`src/rtl/clkout_pwr_seq_pkg.sv`:
```
package clkout_pwr_seq_pkg;

    typedef enum logic [2:0] {
        ST_RUN      = 3'd0,
        ST_STOP_OUT = 3'd1,
        ST_STOP_REF = 3'd2,
        ST_OFF      = 3'd3,
        ST_WAKE     = 3'd4
    } seq_state_e;

    typedef struct packed {
        seq_state_e state;
        logic       osc_en;
        logic       main_en;
        logic       main_oe;
        logic       ref_en;
        logic       ref_oe;
    } seq_regs_t;

endpackage

```
`src/rtl/cps_ref_select.sv`:
```
module cps_ref_select (
    input  logic clk,
    input  logic rst_n,
    input  logic pd_mode,
    input  logic pin,
    input  logic ext_bit,
    output logic ref_ext
);
    logic ext_d, ext_q;

    always_comb begin
        ext_d = ext_q;
        if (!pd_mode) begin
            ext_d = ~pin;
        end else if (pin) begin
            ext_d = ext_bit;
        end
    end

    always_ff @(posedge clk or negedge rst_n) begin
        if (!rst_n) ext_q <= 1'b0;
        else        ext_q <= ext_d;
    end

    assign ref_ext = ext_q;
endmodule

```
`src/rtl/cps_wake_timer.sv`:
```
module cps_wake_timer #(
    parameter int WAKE_CYCLES = 8
) (
    input  logic clk,
    input  logic rst_n,
    input  logic run,
    output logic done
);
    localparam int CW = (WAKE_CYCLES < 2) ? 1 : $clog2(WAKE_CYCLES);
    localparam logic [CW-1:0] LAST = CW'(WAKE_CYCLES - 1);

    logic [CW-1:0] cnt_d, cnt_q;

    always_comb begin
        cnt_d = '0;
        if (run && cnt_q != LAST) cnt_d = cnt_q + 1'b1;
        else if (run)             cnt_d = cnt_q;
    end

    always_ff @(posedge clk or negedge rst_n) begin
        if (!rst_n) cnt_q <= '0;
        else        cnt_q <= cnt_d;
    end

    assign done = run && (cnt_q == LAST);
endmodule

```
`src/rtl/clkout_pwr_seq.sv`:
```
module clkout_pwr_seq
    import clkout_pwr_seq_pkg::*;
#(
    parameter int WAKE_CYCLES = 8
) (
    input  logic       clk,
    input  logic       rst_n,
    input  logic       cfg_pdown_mode,
    input  logic       cfg_ref_off,
    input  logic       cfg_ext_ref,
    input  logic       mode_pin,
    input  logic       main_level,
    input  logic       ref_level,
    output logic       ref_ext,
    output logic       osc_en,
    output logic       main_gate_en,
    output logic       main_drive,
    output logic       ref_gate_en,
    output logic       ref_drive,
    output logic [2:0] seq_state
);
    seq_regs_t r_d, r_q;
    logic      pd_req;
    logic      wake_done;

    cps_ref_select u_sel (
        .clk     (clk),
        .rst_n   (rst_n),
        .pd_mode (cfg_pdown_mode),
        .pin     (mode_pin),
        .ext_bit (cfg_ext_ref),
        .ref_ext (ref_ext)
    );

    cps_wake_timer #(.WAKE_CYCLES(WAKE_CYCLES)) u_wake (
        .clk   (clk),
        .rst_n (rst_n),
        .run   (r_q.state == ST_WAKE),
        .done  (wake_done)
    );

    assign pd_req = cfg_pdown_mode & ~mode_pin;

    always_comb begin
        r_d = r_q;
        unique case (r_q.state)
            ST_RUN: begin
                r_d.osc_en  = 1'b1;
                r_d.main_oe = 1'b1;
                r_d.ref_en  = ~cfg_ref_off;
                r_d.ref_oe  = ~cfg_ref_off;
                if (pd_req) begin
                    r_d.state = ST_STOP_OUT;
                end else begin
                    // main comes up only once the reference path is settled
                    r_d.main_en = r_q.ref_en | cfg_ref_off;
                end
            end
            ST_STOP_OUT: begin
                if (!main_level || !r_q.main_en) begin
                    r_d.main_en = 1'b0;
                    r_d.state   = ST_STOP_REF;
                end
            end
            ST_STOP_REF: begin
                if (!ref_level || !r_q.ref_en) begin
                    r_d.ref_en = 1'b0;
                    r_d.state  = ST_OFF;
                end
            end
            ST_OFF: begin
                r_d.osc_en  = 1'b0;
                r_d.main_oe = 1'b0;
                r_d.ref_oe  = 1'b0;
                if (!pd_req) begin
                    r_d.osc_en = 1'b1;
                    r_d.state  = ST_WAKE;
                end
            end
            ST_WAKE: begin
                r_d.osc_en  = 1'b1;
                r_d.main_oe = 1'b0;
                r_d.ref_oe  = 1'b0;
                if (wake_done) begin
                    r_d.ref_en  = ~cfg_ref_off;
                    r_d.ref_oe  = ~cfg_ref_off;
                    r_d.main_oe = 1'b1;
                    r_d.state   = ST_RUN;
                end
            end
            default: r_d.state = ST_RUN;
        endcase
    end

    always_ff @(posedge clk or negedge rst_n) begin
        if (!rst_n) begin
            r_q.state   <= ST_RUN;
            r_q.osc_en  <= 1'b1;
            r_q.main_en <= 1'b0;
            r_q.main_oe <= 1'b1;
            r_q.ref_en  <= 1'b0;
            r_q.ref_oe  <= 1'b0;
        end else begin
            r_q <= r_d;
        end
    end

    assign osc_en       = r_q.osc_en;
    assign main_gate_en = r_q.main_en;
    assign main_drive   = r_q.main_oe;
    assign ref_gate_en  = r_q.ref_en;
    assign ref_drive    = r_q.ref_oe;
    assign seq_state    = r_q.state;
endmodule

```
`config.mk`:
```
export PLATFORM = sky130hd
export DESIGN_NAME = clkout_pwr_seq
export DESIGN_NICKNAME = d
export VERILOG_FILES = /design/src/rtl/clkout_pwr_seq_pkg.sv /design/src/rtl/cps_ref_select.sv /design/src/rtl/cps_wake_timer.sv /design/src/rtl/clkout_pwr_seq.sv
export SDC_FILE = /design/constraint.sdc
export NUM_CORES = 1
export LEC_CHECK = 0
export ABC_AREA = 1
export CAP_MARGIN = 10
export CORE_MARGIN = 8
export CORE_UTILIZATION = 30
export CTS_BUF_LIST = sky130_fd_sc_hd__clkbuf_2 sky130_fd_sc_hd__clkbuf_4 sky130_fd_sc_hd__clkbuf_8
export CTS_CLUSTER_SIZE = 28
export DETAILED_ROUTE_END_ITERATION = 8
export DONT_BUFFER_PORTS = 1
export GPL_TIMING_DRIVEN = 0
export PLACE_DENSITY_LB_ADDON = 0.2
export SLEW_MARGIN = 5
export SYNTH_ARGS = -nofsm -noshare
export SYNTH_HDL_FRONTEND = slang
export SYNTH_SLANG_ARGS = --single-unit
```
`constraint.sdc`:
```
create_clock -name clk -period 2 [get_ports clk]
set_clock_uncertainty 0.1 [all_clocks]
set_input_delay 0.4 -clock clk [delete_from_list [all_inputs] [get_ports clk]]
set_output_delay 0.4 -clock clk [all_outputs]
set_load 0.01 [all_outputs]
```
* Word-level counts from Yosys, hierarchy flattened
Index checks and enable logic that the tools add are counted.
Cells by class: add/sub/neg operators 1, multiply operators 0, divide/modulo/power cells 0, magnitude comparators 0, equality and inequality tests 14, shift-type cells 0, mux-type cells 19, bitwise operators 4, reductions and logical operators 17
Operators with widths (number):
- 3-bit two-way mux | 7
- 3-bit case mux with 5 select lines | 1
- 2-bit != test (second input constant) | 7
- 1-bit case mux with 3 select lines | 3
- 3-bit by 2-bit == test with 1-bit output (second input constant) | 2
- 3-bit == test (second input constant) | 2
- 3-bit AND reduction | 2
- 3-bit nonzero test | 2
- 1-bit two-way mux | 5
- 5-bit AND reduction | 1
- 1-bit logical NOT | 4
- 4-bit two-way mux | 1
- 1-bit case mux with 2 select lines | 2
- 2-bit nonzero test | 2
- 3-bit by 1-bit adder with 3-bit output (second input constant) | 1
- 3-bit by 1-bit == test with 1-bit output (second input constant) | 1
- 3-bit logical NOT | 1
- 3-bit != test (second input constant) | 1
- 1-bit logical AND | 2
- 1-bit logical OR | 2
- 2-bit by 1-bit != test with 1-bit output (second input constant) | 1
- 1-bit NOT | 2
- 2-bit OR reduction | 1
- 1-bit AND | 1
- 1-bit bitwise OR | 1
Word-level totals: register bits 12, latch bits 0, bits in writable memories 0, bits in read-only memories 0, memories 0

* Longest topological paths before layout
depth in word-level cells 4, depth in mapped cells 9, gate-level depth less buffers 9

* Modules after synthesis
Synthesis repeated with hierarchy kept, for this count alone.
Unflattened totals: cell total of the unflattened synthesis 89, area, all modules 668.1 µm²
By module, submodules not included:
- clkout_pwr_seq | instances 1, cells each 64, area an instance 462.9 µm²
- cps_wake_timer | instances 1, cells each 18, area an instance 156.4 µm²
- cps_ref_select | instances 1, cells each 7, area an instance 48.8 µm²

* Worst setup path after synthesis
OpenSTA, ideal clock, no wires.
path type register -> register, from register u_wake.cnt_q[0], to register r_q, in the netlist seq_state[1], setup time 0.117 ns, arrival 1.138 ns, data required time 1.783 ns, slack 0.645 ns, cell stages (with the launch flop) 9, period minus slack after synthesis 1.355 ns, cell sequence dfrtp_1 ha_1 ha_1 inv_1 nand3_2 nand2_1 nor2_2 nand3_1 nand2_1
On the way: longest elaborated chain between the ends 4
RTL lines:
- start, declared | line cps_wake_timer.sv:12 | logic [CW-1:0] cnt_d, cnt_q;
- start signal, assigned | line cps_wake_timer.sv:22 | else cnt_q <= cnt_d;
- 3-bit == test | line cps_wake_timer.sv:25 | assign done = run && (cnt_q == LAST);
- 1-bit logical AND | line cps_wake_timer.sv:25
- 2-bit != test (no source line)
- 5-bit AND reduction (no source line)
- end signal, assigned | line clkout_pwr_seq.sv:104 | r_q <= r_d;
- end, declared | line clkout_pwr_seq.sv:22 | seq_regs_t r_d, r_q;
Every way passes these cells. A chain may end at the register's enable or synchronous reset.

* Final worst setup path
Ends and elaborated chain as after synthesis.

==> results.tsv <==
metric	value	unit
DRT iter0 DRCs	12	
vias per inst	4.68	
area of the multi-input gates	275	µm²
Post-route DRC	0	
vias after detailed routing	491	
synth warn	0	
Post-CTS Setup Inserts	0	
initial antenna violation count	0	
GRT Util Overall	8.25	%
later-pin clock latency in the skew report	0.28	ns
die height	61.2	µm
most common cell after layout, fill and taps aside	nand2_1	
GRT overflow	0	
Startpoint Class	flip-flop	
Worst Setup End Kind	flip-flop	
Synth Register Bits	12	
Unique masters post-synth	18	
Starting Density	31.5	%
Root Buffer	clkbuf_4	
area grow syn2layout	13.1	%
maxcap violations	0	
Worst Path Arrival	1.54	ns
HP Class	in2reg	
die area	3740	µm²
Period minus WS final	1.46	ns
Final Power	961	µW
Pleak	0.333	nW
CTS Buf Count	3	
share of post-route cells with drive strength above 1	19.2	%
Critical Path RT	2.08	ns
vias in the first global route	547	
post-route ant nets	0	
hold violation count in the final report	0	
drt first pass iters	3	
# diodes	0	
clock buffer depth	2	
status	completed	
IO buf count	0	
TritonCTS Sinks	12	
Tightest Pin Transition	0.556	ns
final worst-path cycle share	73.0	%
crit path kind	reg2reg	
synthesized net count	83	
number of gates resized after CTS	0	
setup TNS after final layout	0	ns
Seq/Total Area, Yosys	49.5	%
crit-path max FO	5	
Detailed Route WL	1310	µm
most frequent cells in the layout	nand2_1 (20), dfrtp_1 (10), inv_1 (8), nor2_2 (7), o21ai_0 (6)	
largest net degree at the start of global routing	13	
Peak VDD IR	0.672	mV
row count	16	
Post-Syn Area	612	µm²
Fill cells	202	
pwr dens	1390	nW/µm²
Post-DP HPWL	1040	µm
first-pass GRT wire length	2240	µm
core area	1940	µm²
RSZ-0062 raised after global routing	no	
Reg clk slew, reported paths	0.08	ns
fmax	685	MHz
H-tree depth	1	
DR WL/cell	12.5	µm
final slew viol count	0	
Total Nets Final	89	
Syn Inst Count	73	
IO Pins	17	
CTS tree	yes	
GP Congestion	0.780	
Horiz. Die Dim	61.2	µm
Max-slew headroom	62.8	%
Register Area	303	µm²
syn_area_per_cell	8.38	µm²
Final setup viols	0	
[repair_timing]
item / CTS / global route
setup endpoints to repair: 0 / 0
hold endpoints to repair: 12 / 0
hold buffers: 1 / 0
[final cells by class]
cell class / instances / share of cell area [%]
multi-input combinational: 52 / 39.8
tap: 27 / 4.88
clock buffer: 4 / 5.24
timing repair buffer: 1 / 1.45
inverter: 9 / 4.88
sequential: 12 / 43.8
[path summary, 6_finish.rpt]
check | start | slack, ns | end | depth (start not counted)
max reg2reg | u_wake.cnt_q[0]$_DFFE_PN0P_ | 0.54 | seq_state[1]$_DFFE_PN0P_ | 8
min in group asynchronous | rst_n | 0.44 | seq_state[2]$_DFFE_PN0P_ | 1
max in group asynchronous | rst_n | 0.99 | osc_en$_DFFE_PN1P_ | 1
min | mode_pin | 0.14 | u_sel.ref_ext$_DFFE_PN0P_ | 2
max | u_wake.cnt_q[0]$_DFFE_PN0P_ | 0.54 | seq_state[1]$_DFFE_PN0P_ | 8
min reg2reg | u_wake.cnt_q[0]$_DFFE_PN0P_ | 0.39 | u_wake.cnt_q[0]$_DFFE_PN0P_ | 1
[Yosys cell counts]
cell       n  area [µm²]
o22ai_1    1        6.26
nor2_1     3        11.3
nand3b_1   2        15.0
ha_1       2        25.0
o21ai_0    6        30.0
inv_1      8        30.0
mux2i_1    1        10.0
a21oi_1    1        5.00
o31ai_1    1        7.51
dfrtp_1   10         250
inv_2      1        3.75
dfstp_2    2        52.6
o21ai_1    1        5.00
nand3_2    1        10.0
nor2_2     7        43.8
nand3_1    5        25.0
nand2_1   20        75.1
nor4_1     1        6.26
[critical path, stage by stage (launching register included)]
cell	delay, ns
dfrtp_1	0.40
ha_1	0.21
ha_1	0.19
inv_1	0.07
nand3_2	0.11
nand2_1	0.12
nor2_2	0.05
nand3_1	0.06
nand2_1	0.05
[logic make-up after synthesis]
logic type	synth area share, %
AOI/OAI and AO/OA	8.79
adders and majority gates	4.09
buffers and inverters	5.52
DFF	49.5
muxes	1.64
and+or+nand+nor	30.5
[metal layers]
layer	vias to the layer above	wire length [µm]	track usage (%)	share of wire, %
met5	-	0	0	0
met3	5	121	3.55	9.2
met4	0	44	5.98	3.4
met1	228	569	8.85	43
met2	14	578	12.7	44
li1	244	-	-	-
[metrics by stage]
step / worst slack, ns / hold WS, ns / instance area (µm²) / util [%] / cells
floorplan: 0.645 / 0.00441 / 612 / - / 73
global placement: 0.545 / 0.00476 / 646 / 33.2 / 100
detailed placement: 0.530 / 0.00486 / 646 / 33.2 / 100
CTS: 0.515 / 0.148 / 692 / 35.6 / 105
global route: 0.421 / 0.149 / 692 / 35.6 / 105
finish: 0.541 / 0.145 / 692 / 35.6 / 105
[report_power, final]
part	internal [mW]	total [mW]	switching [mW]
registers	0.331	0.456	0.124
logic	0.117	0.307	0.190
clock network	0.111	0.198	0.0871
[registers in the layout, indices dropped and copies added, names as in the netlist]
register       count
u_wake.cnt_q       3
main_gate_en       1
u_sel.ref_ext      1
main_drive         1
osc_en             1
ref_drive          1
seq_state          3
ref_gate_en        1
(Power assumes the default switching activity.)
